`config.mk`:
```
export PLATFORM = sky130hd
export DESIGN_NAME = twowire_cfg_slave
export DESIGN_NICKNAME = d
export VERILOG_FILES = /design/src/rtl/twc_pkg.sv /design/src/rtl/twc_filter.sv /design/src/rtl/twc_edges.sv /design/src/rtl/twc_engine.sv /design/src/rtl/twowire_cfg_slave.sv
export SDC_FILE = /design/constraint.sdc
export NUM_CORES = 1
export LEC_CHECK = 0
export BUFFER_PORTS_ARGS = -buffer_cell sky130_fd_sc_hd__buf_2
export CAP_MARGIN = 20
export CORE_ASPECT_RATIO = 2
export CORE_UTILIZATION = 50
export DETAILED_ROUTE_END_ITERATION = 8
export PLACE_DENSITY = 0.75
export SLEW_MARGIN = 20
export SYNTH_ARGS = -nofsm -noshare
export SYNTH_HDL_FRONTEND = slang
export SYNTH_SLANG_ARGS = --single-unit
```
`constraint.sdc`:
```
create_clock -name clk -period 1.8 [get_ports clk]
set_input_delay 0.36 -clock clk [delete_from_list [all_inputs] [get_ports clk]]
set_output_delay 0.36 -clock clk [all_outputs]
set_load 0.1 [all_outputs]
```
`src/rtl/twc_pkg.sv`:
```
package twc_pkg;
  localparam int unsigned BYTE_W = 8;
  localparam logic [5:0]  DEV_ADDR_HI = 6'b100110;

  typedef enum logic [2:0] {
    ST_IDLE,
    ST_ADDR,
    ST_ADDR_ACK,
    ST_WR,
    ST_WR_ACK,
    ST_RD,
    ST_RD_ACK,
    ST_HOLD
  } twc_state_e;
endpackage

```
`src/rtl/twc_filter.sv`:
```
module twc_filter #(
  parameter int unsigned SYNC_STAGES = 2,
  parameter int unsigned FILT_WIN    = 3
) (
  input  logic clk,
  input  logic rst_n,
  input  logic din,
  output logic dout
);
  logic [SYNC_STAGES-1:0] sync_q;
  logic [FILT_WIN-1:0]    win_q;
  logic                   out_q, out_d;

  // output follows only when the whole window agrees
  always_comb begin
    out_d = out_q;
    if (&win_q)       out_d = 1'b1;
    else if (~|win_q) out_d = 1'b0;
  end

  always_ff @(posedge clk or negedge rst_n) begin
    if (!rst_n) begin
      sync_q <= '1;
      win_q  <= '1;
      out_q  <= 1'b1;
    end else begin
      sync_q <= {sync_q[SYNC_STAGES-2:0], din};
      win_q  <= {win_q[FILT_WIN-2:0], sync_q[SYNC_STAGES-1]};
      out_q  <= out_d;
    end
  end

  assign dout = out_q;
endmodule

```
`src/rtl/twc_edges.sv`:
```
module twc_edges (
  input  logic clk,
  input  logic rst_n,
  input  logic scl_f,
  input  logic sda_f,
  output logic scl_rise,
  output logic scl_fall,
  output logic start_c,
  output logic stop_c
);
  logic scl_q, sda_q;

  always_ff @(posedge clk or negedge rst_n) begin
    if (!rst_n) begin
      scl_q <= 1'b1;
      sda_q <= 1'b1;
    end else begin
      scl_q <= scl_f;
      sda_q <= sda_f;
    end
  end

  assign scl_rise = scl_f & ~scl_q;
  assign scl_fall = ~scl_f & scl_q;
  assign start_c  = scl_f & scl_q & sda_q & ~sda_f;
  assign stop_c   = scl_f & scl_q & ~sda_q & sda_f;
endmodule

```
`src/rtl/twc_engine.sv`:
```
module twc_engine
  import twc_pkg::*;
(
  input  logic              clk,
  input  logic              rst_n,
  input  logic              scl_rise,
  input  logic              scl_fall,
  input  logic              start_c,
  input  logic              stop_c,
  input  logic              sda_s,
  input  logic              addr_sel,
  input  logic [BYTE_W-1:0] rdata,
  output logic              pull,
  output logic              we,
  output logic [BYTE_W-1:0] addr,
  output logic [BYTE_W-1:0] wdata
);
  twc_state_e        state_q, state_d;
  logic [3:0]        cnt_q, cnt_d;
  logic [BYTE_W-1:0] sh_q, sh_d;
  logic [BYTE_W-1:0] ptr_q, ptr_d;
  logic              first_q, first_d;
  logic              rw_q, rw_d;
  logic              nack_q, nack_d;
  logic              pull_q, pull_d;
  logic              we_q, we_d;

  always_comb begin
    state_d = state_q;
    cnt_d   = cnt_q;
    sh_d    = sh_q;
    ptr_d   = ptr_q;
    first_d = first_q;
    rw_d    = rw_q;
    nack_d  = nack_q;
    pull_d  = pull_q;
    we_d    = 1'b0;
    // pointer advances the cycle after a stored byte
    if (we_q) ptr_d = ptr_q + 1'b1;

    if (start_c) begin
      state_d = ST_ADDR;
      cnt_d   = 4'd0;
      pull_d  = 1'b0;
      first_d = 1'b1;
    end else if (stop_c) begin
      state_d = ST_IDLE;
      pull_d  = 1'b0;
    end else begin
      unique case (state_q)
        ST_ADDR: begin
          if (scl_rise) begin
            sh_d  = {sh_q[BYTE_W-2:0], sda_s};
            cnt_d = cnt_q + 4'd1;
          end else if (scl_fall && cnt_q == 4'd8) begin
            if (sh_q[7:1] == {DEV_ADDR_HI, addr_sel}) begin
              pull_d  = 1'b1;
              rw_d    = sh_q[0];
              state_d = ST_ADDR_ACK;
            end else begin
              state_d = ST_IDLE;
            end
          end
        end
        ST_ADDR_ACK: begin
          if (scl_fall) begin
            cnt_d = 4'd0;
            if (rw_q) begin
              sh_d    = rdata;
              pull_d  = ~rdata[BYTE_W-1];
              ptr_d   = ptr_q + 1'b1;
              state_d = ST_RD;
            end else begin
              pull_d  = 1'b0;
              state_d = ST_WR;
            end
          end
        end
        ST_WR: begin
          if (scl_rise) begin
            sh_d  = {sh_q[BYTE_W-2:0], sda_s};
            cnt_d = cnt_q + 4'd1;
          end else if (scl_fall && cnt_q == 4'd8) begin
            pull_d  = 1'b1;
            state_d = ST_WR_ACK;
            if (first_q) begin
              ptr_d   = sh_q;
              first_d = 1'b0;
            end else begin
              we_d = 1'b1;
            end
          end
        end
        ST_WR_ACK: begin
          if (scl_fall) begin
            pull_d  = 1'b0;
            cnt_d   = 4'd0;
            state_d = ST_WR;
          end
        end
        ST_RD: begin
          if (scl_rise) begin
            cnt_d = cnt_q + 4'd1;
          end else if (scl_fall) begin
            if (cnt_q == 4'd8) begin
              pull_d  = 1'b0;
              state_d = ST_RD_ACK;
            end else begin
              sh_d   = {sh_q[BYTE_W-2:0], 1'b0};
              pull_d = ~sh_q[BYTE_W-2];
            end
          end
        end
        ST_RD_ACK: begin
          if (scl_rise) begin
            nack_d = sda_s;
          end else if (scl_fall) begin
            cnt_d = 4'd0;
            if (nack_q) begin
              pull_d  = 1'b0;
              state_d = ST_HOLD;
            end else begin
              sh_d    = rdata;
              pull_d  = ~rdata[BYTE_W-1];
              ptr_d   = ptr_q + 1'b1;
              state_d = ST_RD;
            end
          end
        end
        default: ;
      endcase
    end
  end

  always_ff @(posedge clk or negedge rst_n) begin
    if (!rst_n) begin
      state_q <= ST_IDLE;
      cnt_q   <= 4'd0;
      sh_q    <= '0;
      ptr_q   <= '0;
      first_q <= 1'b1;
      rw_q    <= 1'b0;
      nack_q  <= 1'b1;
      pull_q  <= 1'b0;
      we_q    <= 1'b0;
    end else begin
      state_q <= state_d;
      cnt_q   <= cnt_d;
      sh_q    <= sh_d;
      ptr_q   <= ptr_d;
      first_q <= first_d;
      rw_q    <= rw_d;
      nack_q  <= nack_d;
      pull_q  <= pull_d;
      we_q    <= we_d;
    end
  end

  assign pull  = pull_q;
  assign we    = we_q;
  assign addr  = ptr_q;
  assign wdata = sh_q;
endmodule

```
`src/rtl/twowire_cfg_slave.sv`:
```
module twowire_cfg_slave
  import twc_pkg::*;
#(
  parameter int unsigned SYNC_STAGES = 2,
  parameter int unsigned FILT_WIN    = 3
) (
  input  logic              clk,
  input  logic              rst_n,
  input  logic              scl_i,
  input  logic              sda_i,
  input  logic              addr_sel_i,
  output logic              sda_pull_o,
  output logic [BYTE_W-1:0] reg_addr_o,
  output logic [BYTE_W-1:0] reg_wdata_o,
  output logic              reg_we_o,
  input  logic [BYTE_W-1:0] reg_rdata_i
);
  localparam int unsigned NUM_LINES = 2;

  logic [1:0]           rst_pipe;
  logic                 rst_int_n;
  logic [NUM_LINES-1:0] raw, filt;
  logic                 scl_f, sda_f;
  logic                 scl_rise, scl_fall, start_c, stop_c;

  always_ff @(posedge clk or negedge rst_n) begin
    if (!rst_n) rst_pipe <= 2'b00;
    else        rst_pipe <= {rst_pipe[0], 1'b1};
  end
  assign rst_int_n = rst_pipe[1];

  assign raw = {sda_i, scl_i};

  for (genvar g = 0; g < NUM_LINES; g++) begin : g_line
    twc_filter #(.SYNC_STAGES(SYNC_STAGES), .FILT_WIN(FILT_WIN)) u_filt (
      .clk  (clk),
      .rst_n(rst_int_n),
      .din  (raw[g]),
      .dout (filt[g])
    );
  end

  assign scl_f = filt[0];
  assign sda_f = filt[1];

  twc_edges u_edges (
    .clk     (clk),
    .rst_n   (rst_int_n),
    .scl_f   (scl_f),
    .sda_f   (sda_f),
    .scl_rise(scl_rise),
    .scl_fall(scl_fall),
    .start_c (start_c),
    .stop_c  (stop_c)
  );

  twc_engine u_engine (
    .clk     (clk),
    .rst_n   (rst_int_n),
    .scl_rise(scl_rise),
    .scl_fall(scl_fall),
    .start_c (start_c),
    .stop_c  (stop_c),
    .sda_s   (sda_f),
    .addr_sel(addr_sel_i),
    .rdata   (reg_rdata_i),
    .pull    (sda_pull_o),
    .we      (reg_we_o),
    .addr    (reg_addr_o),
    .wdata   (reg_wdata_o)
  );
endmodule

```
==> run_results.csv <==
group,metric,value,unit
run_status,status,"complete, but fails checks",
run_status,violations,"setup timing",
logic_synthesis,synth_cells,231,
sta,rsz0062_at_grt,"true",
sta,setup_viol,20,
place,portBuffers,30,
sta,relSlewSlack,66.4,%
power_and_ir_drop,ir_drop,1.50,mV
setup_path,critPathLaunchType,"register",
setup_path,crit_required,1.98,ns
setup_path,critPathCaptureType,"register",
sta,period_minus_slack,1.96,ns
logic_synthesis,yosys_warnings,0,
routing,drt_pass1_iterations,4,
clock_tree,cts.clk_slew.worst_paths,0.08,ns
floorplan,die_area,0.00512,mm^2
floorplan,start_util,52.5,%
routing,postRouteAntennaNets,0,
routing,wl_met1,2660,um
logic_synthesis,synthArstFlopShare,100,%
logic_synthesis,syn_nets,251,
sta,fin_crit_sh,109,%
setup_path,worstPathArrival,2.14,ns
sta,clock.fmax,510,MHz
floorplan,fp.coreArea,0.00460,mm^2
routing,top_layer_used,"met4",
floorplan,die_y,100,um
setup_path,cp_max_fo,6,
worst_hold_path,min_path_type,"input pin to register",
logic_synthesis,ys_seq_area_share,46.5,%
cells_and_area,fin_area,0.00368,mm^2
setup_path,cp_cell_sequence,"ha_4, buf_6, nand3b_1, o22ai_4, a31oi_4, or3_1, a32o_1",
power_and_ir_drop,leakagePower,1.64,nW
cells_and_area,final_nets,360,
job,cap_violations,0,
clock_tree,cts_buffer_depth,2,
logic_synthesis,synth_edf_count,0,
routing,drc,0,
clock_tree,cts_buffers,5,
routing,num_vias,2495,
sta,hold_viol,0,
routing,wl,8180,um
sta,tns,-2.14,ns
logic_synthesis,syn-cell-area,0.00241,mm^2
worst_hold_path,hp-start,"scl_i",
routing,routed-wl-met3,403,um
global_route,first_global_vias,2447,
place,post_dp_cell_area,0.00318,mm^2
clock_tree,htree_levels,2,
global_route,grt_usage,30.7,%
setup_path,timing.rr.end,"u_engine.addr[6]$_DFF_PN0_",
sta,holdWs,0.158,ns
setup_path,critPathKind,"register to register",
place,gp_congestion,1.00,
clock_tree,cts_tree,"built",
logic_synthesis,syn_area_per_cell,10.4,um^2
sta,clock_skew,0.0143,ns
routing,drt_iter0_markers,107,
setup_path,r2r_slack,-0.16,ns
routing,met2WireLength,4290,um
power_and_ir_drop,finalPower,6.06,mW
sta,drv_slew,0,
clock_tree,clock_latency,0.30,ns
place,post-dp-hpwl,5160,um
floorplan,rows,35,
global_route,grt_max_degree,23,
logic_synthesis,synth_flop_cell,"dfrtp_1",
cells_and_area,synthToLayoutAreaGrowth,52.4,%
clock_tree,clockRootBuffer,"clkbuf_8",
sta,setup_ws,-0.163,ns
floorplan,die_w,51.1,um
global_route,antenna_found_initial,0,
logic_synthesis,ys_seq_elements,44,
setup_path,reg2regPathDepth,7,
cells_and_area,layout_commonest_cell,"buf_4",
cells_and_area,drive_gt1_share,63.6,%
routing,viasPerCell,6.30,
power_and_ir_drop,p_per_area,1650,mW/mm^2
logic_synthesis,yosysUniqueCellTypes,51,
floorplan,io_pins,31,
worst_hold_path,whs_path_depth,1,
setup_path,cpPeakStageDelay,0.45,ns
setup_path,cp_slowest_cell,"dfrtp_2",
routing,routedWlPerCell,20.7,um
global_route,grt_pass1_wl,11400,um
setup_path,cpLargestDelayFamily,"compound AO/OA/AOI/OAI gates",
global_route,grt.overflow.total,0,
setup_path,worst-path-buf-inv,1,
sta,worst_slew_pin_slew,0.504,ns
place,dp_slack,-0.167,ns
worst_hold_path,worstHoldEndpoint,"g_line[0].u_filt.sync_q[0]$_DFF_PN1_",
setup_path,r2r_start,"u_engine.state_q[0]$_DFFE_PN0P_",
clock_tree,cts_num_sinks,44,
cells_and_area,diodes,0,
cells_and_area,final_cell_mix,"buf_4 (69), buf_2 (30), dfstp_2 (16), dfrtp_2 (15), o21ai_0 (14)",
==> cells by family after synthesis <==
family,share of synthesized area [%]
DFF,46.5
muxes,10.6
buffers and inverters,4.36
xor gates and xnor gates,0.726
adders and majority gates,3.63
other,0.155
AOI/OAI and AO/OA,18.2
and+or+nand+nor,15.8
==> metal layers <==
layer / vias to the layer above / GRT usage (%)
li1: 1073 / -
met3: 68 / 5.30
met4: 0 / 23.1
met5: - / 0
met1: 1230 / 27.2
met2: 124 / 57.7
==> worst register-to-register path: cells and delay by family, from the launching register on <==
kind | cells | cell delay [ns]
AOI/OAI and AO/OA | 3 | 0.57
adders and majority gates | 1 | 0.22
DFF | 1 | 0.45
and+or+nand+nor | 2 | 0.50
buffers and inverters | 1 | 0.11
==> synth_stat cells (all sizes together), types with 3 or more instances <==
| cell type | count | area, um^2 |
|---|---|---|
| a211oi | 5 | 37.5 |
| a21oi | 10 | 50.1 |
| a22oi | 7 | 52.6 |
| buf | 6 | 45.0 |
| dfrtp | 28 | 701 |
| dfstp | 16 | 420 |
| ha | 7 | 87.6 |
| inv | 14 | 52.6 |
| mux2 | 21 | 236 |
| nand2 | 10 | 37.5 |
| nand2b | 4 | 25.0 |
| nand3 | 10 | 50.1 |
| nand3b | 3 | 22.5 |
| nand4b | 3 | 26.3 |
| nor2 | 9 | 33.8 |
| nor3 | 9 | 55.1 |
| nor3b | 3 | 22.5 |
| o211ai | 3 | 22.5 |
| o21ai | 22 | 110 |
| o31ai | 3 | 22.5 |
| or2 | 4 | 25.0 |
==> flip-flops by register name (all words and copies together) (netlist names) <==
register and cells:
u_engine.addr 8, u_engine.wdata 8, g_line.u_filt.win_q 6, g_line.u_filt.sync_q 4, u_engine.cnt_q 4, u_engine.state_q 3, g_line.u_filt.dout 2, rst_pipe 2
u_edges.scl_q 1, u_edges.sda_q 1, u_engine.first_q 1, u_engine.nack_q 1, u_engine.pull 1, u_engine.rw_q 1, u_engine.we 1
==> report_power, final <==
| part | internal (mW) | switching (mW) | total, mW |
|---|---|---|---|
| Clock | 0.350 | 0.316 | 0.666 |
| Sequential | 1.27 | 0.231 | 1.50 |
| Combinational | 1.54 | 2.36 | 3.90 |
==> through the flow <==
stage	instances	utilization [%]
after floorplan	231	-
after global placement	368	69.2
after detailed placement	368	69.2
after CTS	387	75.8
after global routing	396	80.0
final	396	80.0
==> repair_timing <==
| item | CTS | global route |
|---|---|---|
| pin swaps | 10 | 8 |
| hold buffers | 1 | 0 |
| endpoints found under the setup margin | 24 | 25 |
| resized for setup | 29 | 36 |
| endpoints found under the hold margin | 2 | 0 |
| setup buffers | 10 | 9 |
==> worst max path at each step <==
stage                                                 start                               to  cells after the start
final                       u_engine.state_q[0]$_DFFE_PN0P_       u_engine.addr[6]$_DFF_PN0_                      7
after global routing        u_engine.state_q[0]$_DFFE_PN0P_       u_engine.addr[6]$_DFF_PN0_                      7
after CTS                   u_engine.state_q[1]$_DFFE_PN0P_    u_engine.cnt_q[0]$_DFFE_PN0P_                      8
after detailed placement            u_edges.scl_q$_DFF_PN1_    u_engine.cnt_q[0]$_DFFE_PN0P_                      6
after global placement              u_edges.scl_q$_DFF_PN1_    u_engine.cnt_q[0]$_DFFE_PN0P_                      6
after floorplan           g_line[1].u_filt.dout$_DFFE_PN1P_  u_engine.state_q[2]$_DFFE_PN0P_                      7
==> area by class of cell <==
class / count / area, um^2
Tap cell: 55 / 68.8
Inverter: 15 / 68.8
Timing Repair Buffer: 109 / 815
Multi-Input combinational cell: 165 / 1480
Clock buffer: 8 / 100
Sequential cell: 44 / 1140
Fill cell: 283 / 921
Note: power is estimated with default switching activity, not from simulation.
